### config.mk
export PLATFORM = sky130hd
export DESIGN_NAME = irq_cascade_regs
export DESIGN_NICKNAME = d
export VERILOG_FILES = /design/src/rtl/irqc_pkg.sv /design/src/rtl/irqc_ctrl.sv /design/src/rtl/irqc_datapath.sv /design/src/rtl/irq_cascade_regs.sv
export SDC_FILE = /design/constraint.sdc
export NUM_CORES = 1
export LEC_CHECK = 0
export CORE_MARGIN = 3
export CORE_UTILIZATION = 53
export DETAILED_ROUTE_END_ITERATION = 12
export DONT_BUFFER_PORTS = 1
export PLACE_DENSITY = 0.71
export SYNTH_ARGS = -nofsm -noshare
export SYNTH_HDL_FRONTEND = slang
export SYNTH_SLANG_ARGS = --single-unit
### constraint.sdc
create_clock -name clk -period 1.3 [get_ports clk]
set_input_delay 0.065 -clock clk [delete_from_list [all_inputs] [get_ports clk]]
set_output_delay 0.065 -clock clk [all_outputs]
set_load 0.02 [all_outputs]
### src/rtl/irqc_pkg.sv
package irqc_pkg;

  typedef enum logic [1:0] {
    RD_NONE = 2'd0,
    RD_STAT = 2'd1,
    RD_EN   = 2'd2,
    RD_MSK  = 2'd3
  } irqcRdSel_e;

  typedef struct packed {
    logic       stAck;
    logic       enSet;
    logic       enClr;
    logic       mskSet;
    logic       mskClr;
    irqcRdSel_e rdSel;
  } irqcStrb_t;

  // word indices (byte offset / 4)
  localparam int IDX_STAT   = 0;
  localparam int IDX_ENSET  = 1;
  localparam int IDX_ENCLR  = 2;
  localparam int IDX_MSKSET = 3;
  localparam int IDX_MSKCLR = 4;

endpackage

### src/rtl/irqc_ctrl.sv
module irqc_ctrl
  import irqc_pkg::*;
#(
  parameter int ADDR_W = 5
) (
  input  logic              busSel,
  input  logic              busWr,
  input  logic [ADDR_W-1:0] busAddr,
  output irqcStrb_t         strb
);
  localparam int IDX_W = ADDR_W - 2;

  logic             aligned;
  logic [IDX_W-1:0] wordIdx;
  logic             doWr;
  logic             doRd;

  assign aligned = (busAddr[1:0] == 2'b00);
  assign wordIdx = busAddr[ADDR_W-1:2];
  assign doWr    = busSel && busWr && aligned;
  assign doRd    = busSel && !busWr && aligned;

  always_comb begin
    strb       = '0;
    strb.rdSel = RD_NONE;
    if (doWr) begin
      case (wordIdx)
        IDX_W'(IDX_STAT):   strb.stAck  = 1'b1;
        IDX_W'(IDX_ENSET):  strb.enSet  = 1'b1;
        IDX_W'(IDX_ENCLR):  strb.enClr  = 1'b1;
        IDX_W'(IDX_MSKSET): strb.mskSet = 1'b1;
        IDX_W'(IDX_MSKCLR): strb.mskClr = 1'b1;
        default: ;
      endcase
    end
    if (doRd) begin
      case (wordIdx)
        IDX_W'(IDX_STAT):                     strb.rdSel = RD_STAT;
        IDX_W'(IDX_ENSET), IDX_W'(IDX_ENCLR):   strb.rdSel = RD_EN;
        IDX_W'(IDX_MSKSET), IDX_W'(IDX_MSKCLR): strb.rdSel = RD_MSK;
        default:                              strb.rdSel = RD_NONE;
      endcase
    end
  end

  // a single access never raises more than one write strobe
  always_comb begin
    assert_one_strobe_R8: assert ($onehot0({strb.stAck, strb.enSet, strb.enClr,
                                            strb.mskSet, strb.mskClr}));
  end

  // no read selection during a write or an idle cycle
  always_comb begin
    assert_no_read_on_write_R8: assert (!(busWr || !busSel) || (strb.rdSel == RD_NONE) || !aligned
                                        || (strb.rdSel == RD_NONE));
  end

endmodule

### src/rtl/irqc_datapath.sv
module irqc_datapath
  import irqc_pkg::*;
#(
  parameter int NSRC = 16
) (
  input  logic            clk,
  input  logic            rstN,
  input  irqcStrb_t       strb,
  input  logic [NSRC-1:0] wdata,
  input  logic [NSRC-1:0] srcIrq,
  output logic [NSRC-1:0] rdata,
  output logic            hostIrq
);
  logic [NSRC-1:0] enable;
  logic [NSRC-1:0] mask;
  logic [NSRC-1:0] pending;

  for (genvar i = 0; i < NSRC; i++) begin : gSrc
    logic enQ;
    logic mkQ;
    logic pdQ;

    always_ff @(posedge clk) begin
      if (!rstN) begin
        enQ <= 1'b0;
        mkQ <= 1'b0;
        pdQ <= 1'b0;
      end else begin
        if (strb.enSet && wdata[i])      enQ <= 1'b1;
        else if (strb.enClr && wdata[i]) enQ <= 1'b0;

        if (strb.mskSet && wdata[i])      mkQ <= 1'b1;
        else if (strb.mskClr && wdata[i]) mkQ <= 1'b0;

        // a live enabled source wins over an acknowledge
        if (srcIrq[i] && enQ)            pdQ <= 1'b1;
        else if (strb.stAck && wdata[i]) pdQ <= 1'b0;
      end
    end

    assign enable[i]  = enQ;
    assign mask[i]    = mkQ;
    assign pending[i] = pdQ;
  end

  always_ff @(posedge clk) begin
    if (!rstN) hostIrq <= 1'b0;
    else       hostIrq <= |(pending & enable & mask);
  end

  always_comb begin
    case (strb.rdSel)
      RD_STAT: rdata = pending;
      RD_EN:   rdata = enable;
      RD_MSK:  rdata = mask;
      default: rdata = '0;
    endcase
  end

  assert_en_set_R2: assert property (@(posedge clk) disable iff (!rstN)
    strb.enSet |=> ((enable & $past(wdata)) == $past(wdata)));

  assert_en_clr_R2: assert property (@(posedge clk) disable iff (!rstN)
    strb.enClr |=> ((enable & $past(wdata)) == '0));

  assert_msk_set_R3: assert property (@(posedge clk) disable iff (!rstN)
    strb.mskSet |=> ((mask & $past(wdata)) == $past(wdata)));

  assert_msk_clr_R3: assert property (@(posedge clk) disable iff (!rstN)
    strb.mskClr |=> ((mask & $past(wdata)) == '0));

  assert_pend_latch_R4: assert property (@(posedge clk) disable iff (!rstN)
    ((srcIrq & enable) != '0) |=> ((pending & $past(srcIrq & enable)) == $past(srcIrq & enable)));

  assert_ack_clear_R5: assert property (@(posedge clk) disable iff (!rstN)
    strb.stAck |=> ((pending & $past(wdata) & ~$past(srcIrq & enable)) == '0));

  assert_irq_cause_R6: assert property (@(posedge clk) disable iff (!rstN)
    $rose(hostIrq) |-> ($past(pending) != '0));

  assert_gate_block_R7: assert property (@(posedge clk) disable iff (!rstN)
    ((enable & mask) == '0) |=> !hostIrq);

endmodule

### src/rtl/irq_cascade_regs.sv
module irq_cascade_regs
  import irqc_pkg::*;
#(
  parameter int NSRC   = 16,
  parameter int ADDR_W = 5
) (
  input  logic              clk,
  input  logic              rstN,
  input  logic              busSel,
  input  logic              busWr,
  input  logic [ADDR_W-1:0] busAddr,
  input  logic [NSRC-1:0]   busWdata,
  output logic [NSRC-1:0]   busRdata,
  input  logic [NSRC-1:0]   srcIrq,
  output logic              hostIrq
);
  irqcStrb_t strb;

  irqc_ctrl #(.ADDR_W(ADDR_W)) u_ctrl (
    .busSel (busSel),
    .busWr  (busWr),
    .busAddr(busAddr),
    .strb   (strb)
  );

  irqc_datapath #(.NSRC(NSRC)) u_dp (
    .clk    (clk),
    .rstN   (rstN),
    .strb   (strb),
    .wdata  (busWdata),
    .srcIrq (srcIrq),
    .rdata  (busRdata),
    .hostIrq(hostIrq)
  );

endmodule

==> out/metrics.csv <==
stage,metric,value,unit
routing,wirelength,7311,um
synthesis,synth_top_area_share,0.4014,
synthesis,synth_compound_area_frac,0.3328,
clock_tree,h-tree-depth,2,
synthesis,syn-num-nets,325,
synthesis,synth-simple-area-share,0.2104,
critical_path,arrival,1.32,ns
routing,drtAntennaViolNets,0,
placement,pre_cts_ws,-0.08087,ns
synthesis,synth_top_area_cell,dfxtp_1,
layout,final.fill_count,357,
clock_tree,cts_buffers,5,
worst_hold_path,hold_path_class,in2reg,
placement,portBuffers,0,
timing,relSlewSlack,0.4953,
global_routing,grt_pass1_vias,2335,
pwr,ir_worst_vdd,689.9,uV
synthesis,ys.flop_type,dfxtp_1,
layout,finalNonFillerCells,384,
synthesis,yosysMostFrequentCell,nand2_1,
pwr,powerDensity,923.7,nW/um^2
synthesis,avgSynthCellArea,8.604,um^2
timing,post-route-min-period,1.382,ns
timing,worst_pin_slew,0.7546,ns
clock_tree,cts_tree,built,
timing,rsz0062_at_grt,true,
clock_tree,clk_latency,0.30,ns
synthesis,synth_top_family_by_area,compound AO/OA/AOI/OAI gates,
synthesis,ys_seq_area_frac,0.4014,
layout,n_antenna_cell,0,
run_status,violations,negative setup slack,
routing,dr.pass1.iters,5,
placement,dp_hpwl,4766,um
synthesis,synthAdderAreaFrac,0,
floorplanning,boundaryPins,58,
timing,setup_viol,13,
synthesis,synth-async-reset-ratio,0,
floorplanning,die_area,5461,um^2
synthesis,syn_area,2444,um^2
critical_path,cp_cell_sequence,or4b_4 > nor4_4 > buf_4 > buf_8 > nand2_1 > o21ai_2,
timing,hold_violations,0,
routing,dr_total_vias,2478,
floorplanning,rows,24,
global_routing,grt_max_degree,21,
timing,finalMaxSlewViolations,0,
synthesis,ys_ff_latch,49,
timing,worst_slack,-0.08194,ns
synthesis,yosysUniqueCellTypes,32,
layout,syn2layout_area_growth,28.37,%
synthesis,synth_edf_count,0,
layout,fin_nets,372,
synthesis,yosys_warnings,0,
clock_tree,clockBufferDepth,2,
routing,drcViolationCount,0,
global_routing,grt_pass1_wl,11800,um
routing,wl_per_cell,19.04,um
clock_tree,cts-root-buf,clkbuf_8,
clock_tree,clkTransAtPathRegs,0.09,ns
timing,post-route-period-util,1.063,
floorplanning,fp.dieH,73.90,um
floorplanning,core,4414,um^2
critical_path,cp-start-kind,input pin,
floorplanning,die_w,73.90,um
pwr,p_leak,1.187,nW
global_routing,antenna_found_initial,0,
synthesis,netlist_instances,284,
layout,drive_gt1_frac,0.1807,
critical_path,crit_fanout,8,
critical_path,end_kind,output port,
placement,gp_congestion,0.8177,
timing,skew,0.002199,ns
routing,vias_per_cell,6.453,
critical_path,cpPeakStageDelay,0.54,ns
run_status,status,"finished, violations left",
global_routing,grt_overflow,0,
global_routing,groute.usage.overall,0.2845,
synthesis,synthXorXnorAreaFrac,0.003584,
synthesis,synth_commonest_cells,"nand2_1, dfxtp_1, a21oi_1, nand3_1",
critical_path,slowest_stage,or4b_4,
critical_path,path_class,in2out,
placement,placedCellCount,341,
synthesis,synth.area.mux_share,0.004608,
critical_path,required,1.24,ns
job,drv_cap,0,
routing,drtIter0Drc,183,
floorplanning,start_util,0.5536,
timing,max_freq,723.6,MHz
synthesis,synthTopCellsByArea,"dfxtp_1, nand2_1, a21oi_1",
clock_tree,numClockSinks,49,
sequential cells by signal, summed over array words and instances, names as in the netlist:
signal / flops
u_dp.hostIrq: 1
u_dp.gSrc.mkQ: 16
u_dp.gSrc.enQ: 16
u_dp.gSrc.pdQ: 16
logic make-up (layout without fill, tap and decap cells):
group                  Yosys count  after routing
AO/OA/AOI/OAI                  114            114
XOR/XNOR                         1              1
buffers and inverters           21             69
multiplexers                     1              1
AND/OR/NAND/NOR                 98             98
flip-flops                      49             49
path summary, 6_finish.rpt:
path	depth (start not counted)	startpoint	slack, ns	to
setup reg to reg	4	u_dp.gSrc[8].enQ$_SDFFE_PN0P_	0.10	u_dp.hostIrq$_SDFF_PN0_
setup / recovery	6	busWr	-0.08	busRdata[12]
hold reg to reg	1	u_dp.gSrc[0].mkQ$_SDFFE_PN0P_	0.53	u_dp.gSrc[0].mkQ$_SDFFE_PN0P_
hold / removal	3	rstN	0.01	u_dp.gSrc[3].enQ$_SDFFE_PN0P_
where the power goes:
part / leakage (nW) / switching (mW) / internal (mW) / total [mW]
clock network: 0.0585 / 0.515 / 0.628 / 1.14
registers: 0.396 / 0.00530 / 1.50 / 1.51
logic: 0.732 / 0.124 / 0.121 / 0.244
worst max-delay path: cells and delay by family:
family                 cells  cell delay (ns)
AOI/OAI and AO/OA          1             0.12
and+or+nand+nor            3             0.83
buffers and inverters      2             0.30
what timing repair did:
item,CTS,global route
pin swaps,1,1
buffers inserted,1,2
hold endpoints to repair,49,0
hold buffers,33,0
endpoints found under the setup margin,11,16
gates resized for setup,1,9
final cells by class:
type / count / area [um^2] / share of cell area
multi-input combinational: 214 / 1414 / 0.4507
clock inverter: 1 / 30.03 / 0.009573
inverter: 1 / 3.754 / 0.001197
sequential: 49 / 984.7 / 0.3139
tap: 52 / 65.06 / 0.02074
timing repair buffer: 60 / 553.0 / 0.1763
clock buffer: 7 / 86.33 / 0.02752
cell usage in the layout, fill, tap and decap left out, types with 2 or more instances in the layout:
cell           netlist  routed
o21ai_1             11       2
dfxtp_1             49      46
nand2_1             61      60
a32o_1              16      16
a21o_1              16      16
nor4b_4              2       2
a21oi_1             32      32
a22oi_1             13      13
o21ai_2              0      10
a222oi_1             3       3
dfxtp_2              0       3
nor2_2               0       4
clkbuf_8             0       6
o21a_1               3       3
nand3_1             18      18
and3_1               2       2
a311oi_1            16      16
dlygate4sd3_1        0      33
buf_4                3      25
nand4_1              3       3
per-stage QoR:
step	TNS, ns	total power [mW]	util	area, um^2	hold slack, ns
after floorplan	-0.3767	1.646	-	2492	0.1747
after global placement	-0.1894	1.660	0.5992	2645	0.1752
after detailed placement	-0.3742	1.660	0.5992	2645	0.1791
after CTS	-0.8147	2.903	0.7029	3103	0.002917
after global routing	-1.452	2.994	0.7106	3137	0.02674
final	-0.8652	2.897	0.7106	3137	0.01020
routing by layer:
| layer | share of wire | vias up | track usage |
|---|---|---|---|
| met3 | 0.068 | 14 | 0.05882 |
| met4 | 0.020 | 0 | 0.1167 |
| li1 | - | 1181 | - |
| met2 | 0.48 | 100 | 0.4478 |
| met1 | 0.43 | 1183 | 0.3795 |
| met5 | 0 | - | 0 |
(Power assumes the default switching activity.)
